--- src/rtl/stack_alu_pkg.sv ---
package stack_alu_pkg;

    typedef enum logic [3:0] {
        OP_ADD  = 4'd0,
        OP_ADDC = 4'd1,
        OP_SUB  = 4'd2,
        OP_SUBB = 4'd3,
        OP_CMP  = 4'd4,
        OP_AND  = 4'd5,
        OP_OR   = 4'd6,
        OP_XOR  = 4'd7,
        OP_SHL  = 4'd8,
        OP_SHR  = 4'd9,
        OP_ROL  = 4'd10,
        OP_ROR  = 4'd11,
        OP_INC  = 4'd12,
        OP_DEC  = 4'd13,
        OP_NOT  = 4'd14,
        OP_CMPR = 4'd15
    } alu_op_e;

    typedef enum logic [1:0] {
        U_ARITH = 2'd0,
        U_LOGIC = 2'd1,
        U_SHIFT = 2'd2,
        U_INV   = 2'd3
    } unit_e;

    typedef struct packed {
        logic  binary;
        logic  compare;
        logic  keep_carry;
        unit_e unit;
    } op_ctrl_t;

    typedef struct packed {
        logic carry;
        logic branch;
    } ccr_t;

    function automatic op_ctrl_t decode_op(input alu_op_e op);
        op_ctrl_t c;
        c.binary     = 1'b0;
        c.compare    = 1'b0;
        c.keep_carry = 1'b0;
        c.unit       = U_ARITH;
        case (op)
            OP_ADD, OP_ADDC, OP_SUB, OP_SUBB: c.binary = 1'b1;
            OP_CMP, OP_CMPR: begin
                c.binary  = 1'b1;
                c.compare = 1'b1;
            end
            OP_AND, OP_OR, OP_XOR: begin
                c.binary     = 1'b1;
                c.keep_carry = 1'b1;
                c.unit       = U_LOGIC;
            end
            OP_SHL, OP_SHR, OP_ROL, OP_ROR: c.unit = U_SHIFT;
            OP_INC, OP_DEC: c.keep_carry = 1'b1;
            OP_NOT: begin
                c.keep_carry = 1'b1;
                c.unit       = U_INV;
            end
            default: c.unit = U_ARITH;
        endcase
        return c;
    endfunction

endpackage

--- src/rtl/alu_addsub.sv ---
module alu_addsub
    import stack_alu_pkg::*;
#(
    parameter int W = 4
) (
    input  alu_op_e        op,
    input  logic [W-1:0]   nos,
    input  logic [W-1:0]   tos,
    input  logic           cin,
    output logic [W-1:0]   sum,
    output logic           cout
);
    localparam int EW = W + 1;

    logic [W-1:0]  lhs;
    logic [W-1:0]  rhs;
    logic          ci;
    logic          subtract;
    logic [EW-1:0] ext;

    always_comb begin
        lhs      = nos;
        rhs      = tos;
        ci       = 1'b0;
        subtract = 1'b0;
        case (op)
            OP_ADD:  ;
            OP_ADDC: ci = cin;
            OP_SUB, OP_CMP: subtract = 1'b1;
            OP_SUBB: begin
                subtract = 1'b1;
                ci       = cin;
            end
            OP_CMPR: begin
                lhs      = tos;
                rhs      = nos;
                subtract = 1'b1;
            end
            OP_INC: begin
                lhs = tos;
                rhs = '0;
                ci  = 1'b1;
            end
            OP_DEC: begin
                lhs      = tos;
                rhs      = '0;
                ci       = 1'b1;
                subtract = 1'b1;
            end
            default: ;
        endcase
    end

    always_comb begin
        if (subtract)
            ext = {1'b0, lhs} - {1'b0, rhs} - EW'(ci);
        else
            ext = {1'b0, lhs} + {1'b0, rhs} + EW'(ci);
    end

    assign sum  = ext[W-1:0];
    assign cout = ext[W];

endmodule

--- src/rtl/alu_bitwise.sv ---
module alu_bitwise
    import stack_alu_pkg::*;
#(
    parameter int W = 4
) (
    input  alu_op_e      op,
    input  logic [W-1:0] nos,
    input  logic [W-1:0] tos,
    output logic [W-1:0] y
);
    for (genvar i = 0; i < W; i++) begin : g_bit
        always_comb begin
            case (op)
                OP_AND:  y[i] = nos[i] & tos[i];
                OP_OR:   y[i] = nos[i] | tos[i];
                OP_XOR:  y[i] = nos[i] ^ tos[i];
                default: y[i] = ~tos[i];
            endcase
        end
    end

endmodule

--- src/rtl/alu_shifter.sv ---
module alu_shifter
    import stack_alu_pkg::*;
#(
    parameter int W = 4
) (
    input  alu_op_e      op,
    input  logic [W-1:0] tos,
    input  logic         cin,
    output logic [W-1:0] y,
    output logic         cout
);
    localparam int MSB = W - 1;

    logic fill_lo;
    logic fill_hi;

    always_comb begin
        fill_lo = (op == OP_ROL) ? cin : 1'b0;
        fill_hi = (op == OP_ROR) ? cin : 1'b0;
    end

    always_comb begin
        case (op)
            OP_SHL, OP_ROL: begin
                y    = {tos[MSB-1:0], fill_lo};
                cout = tos[MSB];
            end
            default: begin
                y    = {fill_hi, tos[MSB:1]};
                cout = tos[0];
            end
        endcase
    end

endmodule

--- src/rtl/stack_alu.sv ---
module stack_alu
    import stack_alu_pkg::*;
#(
    parameter int W = 4
) (
    input  logic         clk,
    input  logic         rst,
    input  logic         start,
    input  logic [3:0]   opcode,
    input  logic [W-1:0] tos_in,
    input  logic [W-1:0] nos_in,
    output logic [W-1:0] result,
    output logic         result_we,
    output logic         pop,
    output logic         carry,
    output logic         branch
);
    alu_op_e      op;
    op_ctrl_t     ctrl;
    ccr_t         ccr_q;
    ccr_t         ccr_d;

    logic [W-1:0] arith_y;
    logic         arith_c;
    logic [W-1:0] logic_y;
    logic [W-1:0] shift_y;
    logic         shift_c;
    logic [W-1:0] res_d;
    logic         unit_c;

    assign op   = alu_op_e'(opcode);
    assign ctrl = decode_op(op);

    alu_addsub #(.W(W)) u_addsub (
        .op   (op),
        .nos  (nos_in),
        .tos  (tos_in),
        .cin  (ccr_q.carry),
        .sum  (arith_y),
        .cout (arith_c)
    );

    alu_bitwise #(.W(W)) u_bitwise (
        .op  (op),
        .nos (nos_in),
        .tos (tos_in),
        .y   (logic_y)
    );

    alu_shifter #(.W(W)) u_shifter (
        .op   (op),
        .tos  (tos_in),
        .cin  (ccr_q.carry),
        .y    (shift_y),
        .cout (shift_c)
    );

    always_comb begin
        case (ctrl.unit)
            U_ARITH: begin
                res_d  = ctrl.compare ? nos_in : arith_y;
                unit_c = arith_c;
            end
            U_SHIFT: begin
                res_d  = shift_y;
                unit_c = shift_c;
            end
            default: begin
                res_d  = logic_y;
                unit_c = 1'b0;
            end
        endcase
    end

    always_comb begin
        ccr_d.carry  = ctrl.keep_carry ? ccr_q.carry : unit_c;
        ccr_d.branch = ctrl.compare ? ccr_d.carry : (res_d == '0);
    end

    always_ff @(posedge clk) begin
        if (rst) begin
            result    <= '0;
            ccr_q     <= '0;
            result_we <= 1'b0;
            pop       <= 1'b0;
        end else if (start) begin
            result    <= res_d;
            ccr_q     <= ccr_d;
            result_we <= 1'b1;
            pop       <= ctrl.binary;
        end else begin
            result_we <= 1'b0;
            pop       <= 1'b0;
        end
    end

    assign carry  = ccr_q.carry;
    assign branch = ccr_q.branch;

endmodule

--- config.mk ---
export PLATFORM = sky130hd
export DESIGN_NAME = stack_alu
export DESIGN_NICKNAME = d
export VERILOG_FILES = /design/src/rtl/stack_alu_pkg.sv /design/src/rtl/alu_addsub.sv /design/src/rtl/alu_bitwise.sv /design/src/rtl/alu_shifter.sv /design/src/rtl/stack_alu.sv
export SDC_FILE = /design/constraint.sdc
export NUM_CORES = 1
export LEC_CHECK = 0
export ABC_AREA = 1
export BUFFER_PORTS_ARGS = -buffer_cell sky130_fd_sc_hd__buf_2
export CELL_PAD_IN_SITES_DETAIL_PLACEMENT = 0
export CELL_PAD_IN_SITES_GLOBAL_PLACEMENT = 2
export CORE_MARGIN = 2
export CORE_UTILIZATION = 29
export CTS_CLUSTER_DIAMETER = 200
export DETAILED_ROUTE_END_ITERATION = 12
export PLACE_DENSITY_LB_ADDON = 0.15
export SLEW_MARGIN = 20
export SYNTH_ARGS = -nofsm -noshare
export SYNTH_HDL_FRONTEND = slang
export SYNTH_SLANG_ARGS = --single-unit
--- constraint.sdc ---
create_clock -name clk -period 2.87 [get_ports clk]
set_input_delay 0 -clock clk [delete_from_list [all_inputs] [get_ports clk]]
set_output_delay 0 -clock clk [all_outputs]
set_load 0.02 [all_outputs]
==> results.json <==
{
  "fmax_mhz": 397,
  "synth.largest_area_cell": "nand2_1",
  "critPathMaxFanout": 3,
  "yosys_register_bits": 8,
  "p_per_area_nw_per_um2": 332,
  "end_kind": "register",
  "synth_top_family_by_area": "simple AND/OR/NAND/NOR gates",
  "synth_xor_area_frac": 0.0129,
  "rsz0062_at_grt": "false",
  "finalCritPeriodShare": 0.877,
  "htreeDepth": 1,
  "core_area_um2": 4440,
  "hold_viol_final": 0,
  "synthesis.nets": 265,
  "routed_wl_mm": 4.04,
  "syn_to_final_growth_pct": 20.1,
  "antenna_left": 0,
  "ir_worst_vdd_mv": 0.147,
  "synthTopCellsByArea": "nand2_1 (15%), ha_1 (14%), inv_1 (13%), dfxtp_1 (12%), nand3_1 (7.7%)",
  "cap_violations": 0,
  "finalSetupTns_ns": 0,
  "outcome": "complete, no violations",
  "fp.dieW_um": 72.5,
  "grt-ovfl-total": 0,
  "synth_top_area_frac": 0.149,
  "drtIter0Drc": 74,
  "yosys.area_share.simple": 0.343,
  "dpl.cell_count": 310,
  "drive_gt1_frac": 0.149,
  "final_core_util": 0.367,
  "startpoint_type": "register",
  "grt_pass1_vias": 1436,
  "initial_core_util": 0.306,
  "finClkSkew_ns": 0.000710,
  "clockRootBuffer": "clkbuf_8",
  "total_power_mw": 0.541,
  "clock-sinks": 8,
  "instances_no_fill": 314,
  "syn_area_um2": 1360,
  "yosysWarningCount": 0,
  "post-dp-hpwl_mm": 3.42,
  "die_y_um": 72.5,
  "setup.worst_path.class": "register to register",
  "rows": 24,
  "cts-buffers-inserted": 3,
  "place_congestion": 0.812,
  "io_pins": 23,
  "setup_violations": 0,
  "hold_class": "primary input to register",
  "syn_inst": 230,
  "dr.pass1.iters": 4,
  "drc_errors": 0,
  "via_per_inst": 4.82,
  "grt_max_degree": 13,
  "cts_setup_buffers": 0,
  "muxShareOfSynthArea": 0,
  "fill_cells": 524,
  "syn_area_per_cell_um2": 5.91,
  "die_area_um2": 5250,
  "clkTransAtPathRegs_ns": 0.04,
  "track_usage": 0.165,
  "yosysSeqAreaShare": 0.118,
  "drv_slew": 0,
  "port_buffers": 22,
  "cp_data_required_time_ns": 2.99,
  "fin_crit_ns": 2.52,
  "antenna_found_initial": 0,
  "nets": 299,
  "synth-compound-area-share": 0.165,
  "worstMarginPinSlew_ns": 0.469,
  "mostFrequentLayoutCells": "nand2_1 (54), inv_1 (48), nor2_1 (26), buf_2 (22), nand3_1 (21)",
  "grt_first_pass_wirelength_mm": 6.80,
  "yosysUniqueCellTypes": 24,
  "clock_latency_ns": 0.22,
  "cts_tree": "done",
  "synth-adder-area-share": 0.212,
  "crit_arrival_ns": 2.63,
  "maxSlewHeadroom": 0.687,
  "vias": 1515,
  "leakagePower_nw": 0.949,
  "wl_per_cell_um": 12.9,
  "clk_path_buf_depth": 2,
  "layout_commonest_cell": "nand2_1",
  "whs_ns": 0.0649,
  "n_antenna_cell": 0
}
==> cell usage after synthesis <==
library cell and count:
o21ai_0 15, or2_2 1, dfxtp_1 8, nand4_1 4, nand3b_1 1, xor2_1 1, buf_6 1, o2111ai_1 2
nand2_2 1, nor2_2 2, xnor2_1 1, buf_2 1, a21oi_1 8, buf_4 1, nand2_1 54, nand3_1 21
a2111oi_0 1, a31oi_1 1, ha_1 15, fa_1 5, nor2_1 27, o211ai_1 6, o22ai_1 5, inv_1 48
==> state kept, by name, summed over array words and instances (netlist names) <==
| name | count |
|---|---|
| branch | 1 |
| carry | 1 |
| pop | 1 |
| result | 4 |
| result_we | 1 |
==> logic make-up after synthesis <==
kind of cell,Yosys count
adders and majority gates,20
DFF,8
AOI/OAI and AO/OA,38
buffers and inverters,51
and+or+nand+nor,111
xor gates and xnor gates,2
==> stage by stage <==
step           setup WS [ns]  area, um2
6_report               0.354       1630
5_1_grt              0.00340       1630
4_1_cts                0.269       1630
3_5_place_dp          0.0327       1580
3_3_place_gp          0.0325       1580
2_1_floorplan          0.431       1360
==> area by class of cell <==
class	count	area (um2)	share of cell area
multi-input combinational	171	998	0.611
timing repair buffer	32	188	0.115
inverter	48	180	0.110
sequential	8	160	0.0981
tap	52	65.1	0.0398
clock buffer	3	41.3	0.0253
==> worst paths after layout <==
| check | startpoint | endpoint | slack, ns | cells after the start |
|---|---|---|---|---|
| setup / recovery | carry$_SDFFE_PP0P_ | branch$_SDFFE_PP0P_ | 0.35 | 14 |
| hold / removal | opcode[3] | pop$_SDFF_PP0_ | 0.06 | 2 |
| setup reg to reg | carry$_SDFFE_PP0P_ | branch$_SDFFE_PP0P_ | 0.35 | 14 |
| hold reg to reg | result[2]$_SDFFE_PP0P_ | result[2]$_SDFFE_PP0P_ | 0.48 | 2 |
==> critical path: stages (launching register included) <==
cell	delay (ns)
dfxtp_1	0.31
a31oi_1	0.39
fa_1	0.28
inv_1	0.06
fa_1	0.44
a21oi_1	0.22
nor2_1	0.06
nand2_1	0.06
nand3_1	0.07
nand3_1	0.11
nand3_1	0.08
nand2_1	0.10
o21ai_0	0.08
nor2_1	0.12
nor2_1	0.04
==> where the power goes <==
part	switching [mW]	leakage (nW)	internal, mW
registers	0.00358	0.0664	0.121
clock network	0.0422	0.0216	0.0907
logic	0.180	0.861	0.104
==> repair_timing <==
action,4_1_cts,5_1_grt
endpoints found under the hold margin,2,0
resized for setup,0,2
hold buffers,1,0
setup endpoints to repair,0,2
==> metal layers <==
metal  share of wire  up-vias  global-route usage
met1            0.53      668               0.241
met4           0.013        0              0.0350
li1                -      802                   -
met5               0        -                   0
met3           0.043        4              0.0347
met2            0.41       41               0.251
Power figures use the tool's default switching activity.
